### src/rtl/eeprom_wp_ctrl.sv
module eeprom_wp_ctrl #(
  parameter int ADDR_W = 8
) (
  input  logic              clk,
  input  logic              rst_n,
  input  logic              factory_clr,
  input  logic              cmd_valid,
  input  logic [2:0]        cmd_op,
  input  logic              strap_a2,
  input  logic              strap_a1,
  input  logic              a0_hv,
  input  logic              wp,
  input  logic              commit,
  input  logic [ADDR_W-1:0] wr_addr,
  output logic              ack,
  output logic              wr_en
);
  localparam logic [2:0] OP_SETP = 3'd0;
  localparam logic [2:0] OP_SETR = 3'd1;
  localparam logic [2:0] OP_CLRR = 3'd2;
  localparam logic [2:0] OP_RDP  = 3'd3;
  localparam logic [2:0] OP_RDR  = 3'd4;

  localparam logic [1:0] PEND_NONE = 2'd0;
  localparam logic [1:0] PEND_SETP = 2'd1;
  localparam logic [1:0] PEND_SETR = 2'd2;
  localparam logic [1:0] PEND_CLRR = 2'd3;

  logic       perm_q, rev_q;
  logic [1:0] pend_q;
  logic       set_strap, clr_strap, low_half;

  assign set_strap = !strap_a2 && !strap_a1 && a0_hv;
  assign clr_strap = !strap_a2 &&  strap_a1 && a0_hv;
  assign low_half  = !wr_addr[ADDR_W-1];

  always_comb begin
    ack = 1'b0;
    if (cmd_valid && !perm_q) begin
      case (cmd_op)
        OP_SETP, OP_RDP: ack = 1'b1;
        OP_SETR, OP_RDR: ack = set_strap && !rev_q;
        OP_CLRR:         ack = clr_strap;
        default:         ack = 1'b0;
      endcase
    end
  end

  assign wr_en = !wp && !(low_half && (perm_q || rev_q));

  always_ff @(posedge clk or negedge rst_n) begin
    if (!rst_n) begin
      pend_q <= PEND_NONE;
    end else if (ack && cmd_op == OP_SETP) begin
      pend_q <= PEND_SETP;
    end else if (ack && cmd_op == OP_SETR) begin
      pend_q <= PEND_SETR;
    end else if (ack && cmd_op == OP_CLRR) begin
      pend_q <= PEND_CLRR;
    end else if (commit) begin
      pend_q <= PEND_NONE;
    end
  end

  always_ff @(posedge clk) begin
    if (factory_clr) begin
      perm_q <= 1'b0;
      rev_q  <= 1'b0;
    end else if (commit && !wp) begin
      case (pend_q)
        PEND_SETP: perm_q <= 1'b1;
        PEND_SETR: rev_q  <= 1'b1;
        PEND_CLRR: rev_q  <= 1'b0;
        default:   ;
      endcase
    end
  end
endmodule


### config.mk
export PLATFORM = sky130hd
export DESIGN_NAME = eeprom_wp_ctrl
export DESIGN_NICKNAME = d
export VERILOG_FILES = /design/src/rtl/eeprom_wp_ctrl.sv
export SDC_FILE = /design/constraint.sdc
export NUM_CORES = 1
export LEC_CHECK = 0
export CORE_AREA = 2 2 39 41
export DETAILED_ROUTE_END_ITERATION = 12
export DIE_AREA = 0 0 41 43
export PLACE_DENSITY = 0.51
export SLEW_MARGIN = 20
export SYNTH_ARGS = -nofsm -noshare
export SYNTH_HDL_FRONTEND = slang
export SYNTH_SLANG_ARGS = --single-unit
### constraint.sdc
create_clock -name clk -period 1.6 [get_ports clk]
set_input_delay 0.16 -clock clk [delete_from_list [all_inputs] [get_ports clk]]
set_output_delay 0.16 -clock clk [all_outputs]
set_load 0.05 [all_outputs]
# Word level (Yosys, flattened, before mapping)
# Cells that the tools add are included.
[word_totals] reg_bits=4 input_bits=20 output_inout_bits=2 word_cells=44
[classes] eq_ne=7 muxes=7 reduce_logical=27
[op_table] cell="1-bit logical AND" count=12
[op_table] cell="2-bit 2-to-1 mux" count=4
[op_table] cell="1-bit logical NOT" count=7
[op_table] cell="3-bit by 2-bit == test with 1-bit output, second input constant" count=2
[op_table] cell="2-bit == test, second input constant" count=2
[op_table] cell="2-bit AND reduction" count=2
[op_table] cell="4-bit nonzero test" count=1
[op_table] cell="2-bit OR reduction" count=2
[op_table] cell="3-bit by 1-bit == test with 1-bit output, second input constant" count=1
[op_table] cell="3-bit == test, second input constant" count=1
[op_table] cell="3-bit logical NOT" count=1
[op_table] cell="1-bit one-hot mux with 3 select lines" count=1
[op_table] cell="2-bit by 1-bit == test with 1-bit output, second input constant" count=1
[op_table] cell="1-bit one-hot mux with 2 select lines" count=1
[op_table] cell="2-bit nonzero test" count=1
[op_table] cell="1-bit logical OR" count=1
[op_table] cell="1-bit 2-to-1 mux" count=1

# Logic depth before layout (Yosys ltp)
[depth] ltp_word=10 ltp_mapped=3 ltp_nobuf=3

# Worst setup path before layout
# No wires, ideal clock.
[synth_path] path_kind="register -> output" start="register rev_q" end="output ack" t_arrival_ps=1368 t_required_ps=1440 setup_slack_ps=72 path_stages_with_launch=4 path_buffers=0 path_cell_list="dfxtp_1 > or4b_4 > o21ai_0 > and3_1"
[synth_between] elab_chain_len=4
[synth_rtl] item="from (decl)" line_no="29" source="logic perm_q, rev_q;"
[synth_rtl] item="from (signal assigned)" line_no="68" source="rev_q <= 1'b0;"
[synth_rtl] item="from (signal assigned)" line_no="72" source="PEND_SETR: rev_q <= 1'b1;"
[synth_rtl] item="from (signal assigned)" line_no="73" source="PEND_CLRR: rev_q <= 1'b0;"
[synth_rtl] item="1-bit logical NOT" line_no="42" source="OP_SETR, OP_RDR: ack = set_strap && !rev_q;"
[synth_rtl] item="1-bit logical AND" line_no="42"
[synth_rtl] item="1-bit one-hot mux with 3 select lines" line_no="40" source="case (cmd_op)"
[synth_rtl] item="1-bit 2-to-1 mux" line_no="39" source="if (cmd_valid && !perm_q) begin"
[synth_rtl] item="to (decl)" line_no="15" source="output logic ack,"
# Every way passes these cells.

# Worst setup path after layout
# Same ends and word-level chain as after synthesis.

==> reports/results.ini <==
[grt]
antenna_found_initial=0
grt_util_all_layers_pct=10.0
grt_max_degree=5
grt_overflow_total=0
grt_first_pass_wirelength_mm=1.20
grt_pass1_vias=338

[placed_design]
dp_hpwl_um=582
gp_congestion=0.719
placed_cells=67
postPlaceCellArea_um2=494
portBuffers=14

[yosys]
synth.avg_cell_area_um2=8.64
synth_cells=32
syn_nets=52
synth-xor-area-share_pct=0
synth-compound-area-share_pct=23.5
synth-simple-area-share_pct=41.2
synth_cell_type_count=21
synth_top_family_by_area=simple AND/OR/NAND/NOR gates
synth_seq_cells=4
synth_area_um2=277
muxShareOfSynthArea_pct=0
ys_seq_area_share_pct=32.6
yosys.area_share.adder_pct=0
yosysWarnings=0

[critical_path]
end_kind=primary output
reg2reg_slack_ps=200
critPathArrivalTime_ps=1430
r2r-end=pend_q[0]
worst_ep_required_time_ps=1440
r2r_cells=4
critPathKind=flop to primary output
start_kind=flop
timing.rr.start=rev_q
cp_max_fo=2
crit_start=rev_q

[power]
p_clk_share_pct=40.4
net-switching-power_uw=88.3
pwr-share-comb_pct=28.3
p_leak_nw=0.225
seq_power_share_pct=31.3
p_total_uw=348
p_int_uw=260
p_sw_share_pct=25.4
powerDensity_mw_per_mm2=651
max-vdd-ir-drop_mv=0.499

[run]
maxCapViolations=0

[worst_hold_path]
hold_path_class=primary input to asynchronous set/reset pin

[floorplanning]
start_util_pct=20.0
die_x_um=41
die_h_um=43
core_mm2=0.00138
num_rows=14
dieArea_mm2=0.00176
io_pins=22

[cells_and_area]
syn_to_final_growth_pct=93.2
antenna-diode-count=0
post_route_cells_drive_above_1_share_pct=28.6
layout.nets=77
fin_cells=72
fin_area_um2=534

[detailed_routing]
wire_per_inst_um=9.72
drtPass1Iterations=4
drc=0
ant_nets=0
drt_wl_total_um=700
avgViaCountPerCell=4.51
drtIter0Drc=3
via_count=325

[clock_network]
numClockSinks=4
clkSlewWorstSetupHoldPaths_ps=40
clock_latency_ps=240
cts_root_buf=clkbuf_4
cts_buffers=3
cts.htree.levels=1
clock_tree.buffer_depth=2
cts_hold_buf=0
cts_tree=done

[timing]
fin_crit_ps=1590
setup_viol=0
hold_violations=0
period_share_pct=99.4
timing.slew.headroom_pct=83.1
whs_ps=83.1
rsz0062_at_grt=true
finalSetupTns_ps=0
fmaxAchievable_mhz=629
fin_skew_ps=0.0720
worst_pin_slew_ps=252
final_max_slew_viol_count=0

[status]
outcome=completed

-- through the flow --
step / utilization, % / setup slack, ps
after floorplan: - / 71.6
after global placement: 35.7 / -106
after detailed placement: 35.7 / -95.9
after CTS: 38.0 / -40.6
after global routing: 38.6 / -26.0
final: 38.6 / 9.17
-- worst max path at each step --
| stage | end | cells after the start | slack [ps] |
|---|---|---|---|
| 2_1_floorplan | ack | 3 | 70 |
| 3_3_place_gp | pend_q[0] | 5 | -110 |
| 3_5_place_dp | pend_q[1] | 5 | -100 |
| 4_1_cts | ack | 4 | -40 |
| 5_1_grt | ack | 4 | -30 |
| 6_report | ack | 4 | 9 |
-- synth_stat cells --
| library cell | count | area (um2) |
|---|---|---|
| dfrtp_1 | 2 | 50.1 |
| o211a_1 | 1 | 10.0 |
| or4b_4 | 1 | 13.8 |
| dfxtp_1 | 2 | 40.0 |
| a211oi_2 | 1 | 12.5 |
| a311oi_1 | 1 | 8.76 |
| and2_1 | 1 | 6.26 |
| and3_1 | 1 | 6.26 |
| nor4bb_1 | 1 | 10.0 |
| and3b_1 | 1 | 8.76 |
| nor2_1 | 6 | 22.5 |
| or3b_1 | 1 | 8.76 |
| nor2b_1 | 1 | 6.26 |
| a211oi_1 | 2 | 15.0 |
| nand2b_1 | 2 | 12.5 |
| a31o_1 | 1 | 8.76 |
| nor3_1 | 1 | 5.00 |
| nor4_1 | 1 | 6.26 |
| inv_1 | 2 | 7.51 |
| nand3b_1 | 1 | 7.51 |
| o21ai_0 | 2 | 10.0 |
-- timing repair --
action	4_1_cts	5_1_grt
gates resized for setup	5	2
buffers inserted	1	0
pin swaps	1	0
endpoints found under the setup margin	1	1
gates cloned	0	0
-- layout by cell type (no fill, tap or decap) --
| master | Yosys | routed |
|---|---|---|
| and2_1 | 1 | 1 |
| nor3_1 | 1 | 1 |
| a211oi_1 | 2 | 2 |
| nand2b_1 | 2 | 2 |
| dfrtp_1 | 2 | 2 |
| clkbuf_1 | 0 | 1 |
| or4b_4 | 1 | 1 |
| or3b_1 | 1 | 1 |
| buf_12 | 0 | 2 |
| dfxtp_2 | 0 | 1 |
| nor4_1 | 1 | 1 |
| and3_4 | 0 | 1 |
| nor2_1 | 6 | 6 |
| o21ai_0 | 2 | 1 |
| o211a_1 | 1 | 1 |
| clkbuf_4 | 0 | 3 |
| dlygate4sd2_1 | 0 | 3 |
| o21ai_2 | 0 | 1 |
| nor4bb_1 | 1 | 1 |
| dfxtp_1 | 2 | 1 |
| and3b_1 | 1 | 1 |
| inv_1 | 2 | 2 |
| a311oi_1 | 1 | 1 |
| clkdlybuf4s50_1 | 0 | 9 |
| a211oi_2 | 1 | 1 |
| buf_4 | 0 | 6 |
| nand3b_1 | 1 | 1 |
| a31o_1 | 1 | 1 |
| nor2b_1 | 1 | 1 |
-- cells by family (layout without fill, tap and decap cells) --
family / after synthesis / in the layout
and+or+nand+nor: 18 / 18
AOI/OAI and AO/OA: 8 / 8
DFF: 4 / 4
buffers and inverters: 2 / 26
-- power by group through the flow --
| stage | combinational [mW] | clock [mW] | sequential [mW] |
|---|---|---|---|
| 4_1_cts | 0.0968 | 0.147 | 0.109 |
| 2_1_floorplan | 0.0364 | 0 | 0.109 |
| 3_3_place_gp | 0.0974 | 0 | 0.111 |
| 5_1_grt | 0.106 | 0.154 | 0.110 |
| 6_report | 0.0986 | 0.140 | 0.109 |
| 3_5_place_dp | 0.0975 | 0 | 0.111 |
-- sequential cells by signal, indices dropped and copies added (netlist names) --
signal / count
pend_q: 2
perm_q: 1
rev_q: 1
-- final cells by class --
| type | count | area, um2 |
|---|---|---|
| Multi-Input combinational cell | 26 | 188 |
| Fill cell | 156 | 850 |
| Timing Repair Buffer | 20 | 201 |
| Tap cell | 16 | 20.0 |
| Sequential cell | 4 | 91.3 |
| Inverter | 2 | 7.51 |
| Clock buffer | 4 | 26.3 |
-- metal layers --
metal,share of wire [%],global-route usage [%],vias up
li1,-,-,172
met2,46,15.3,12
met1,43,10.3,141
met5,0,0,-
met4,0,4.00,0
met3,11,6.81,0
-- worst max-delay path, stage by stage (launching register included) --
cell,delay [ps]
dfxtp_2,310
or4b_4,490
o21ai_2,70
and3_4,190
buf_12,130
(Power assumes the default switching activity.)
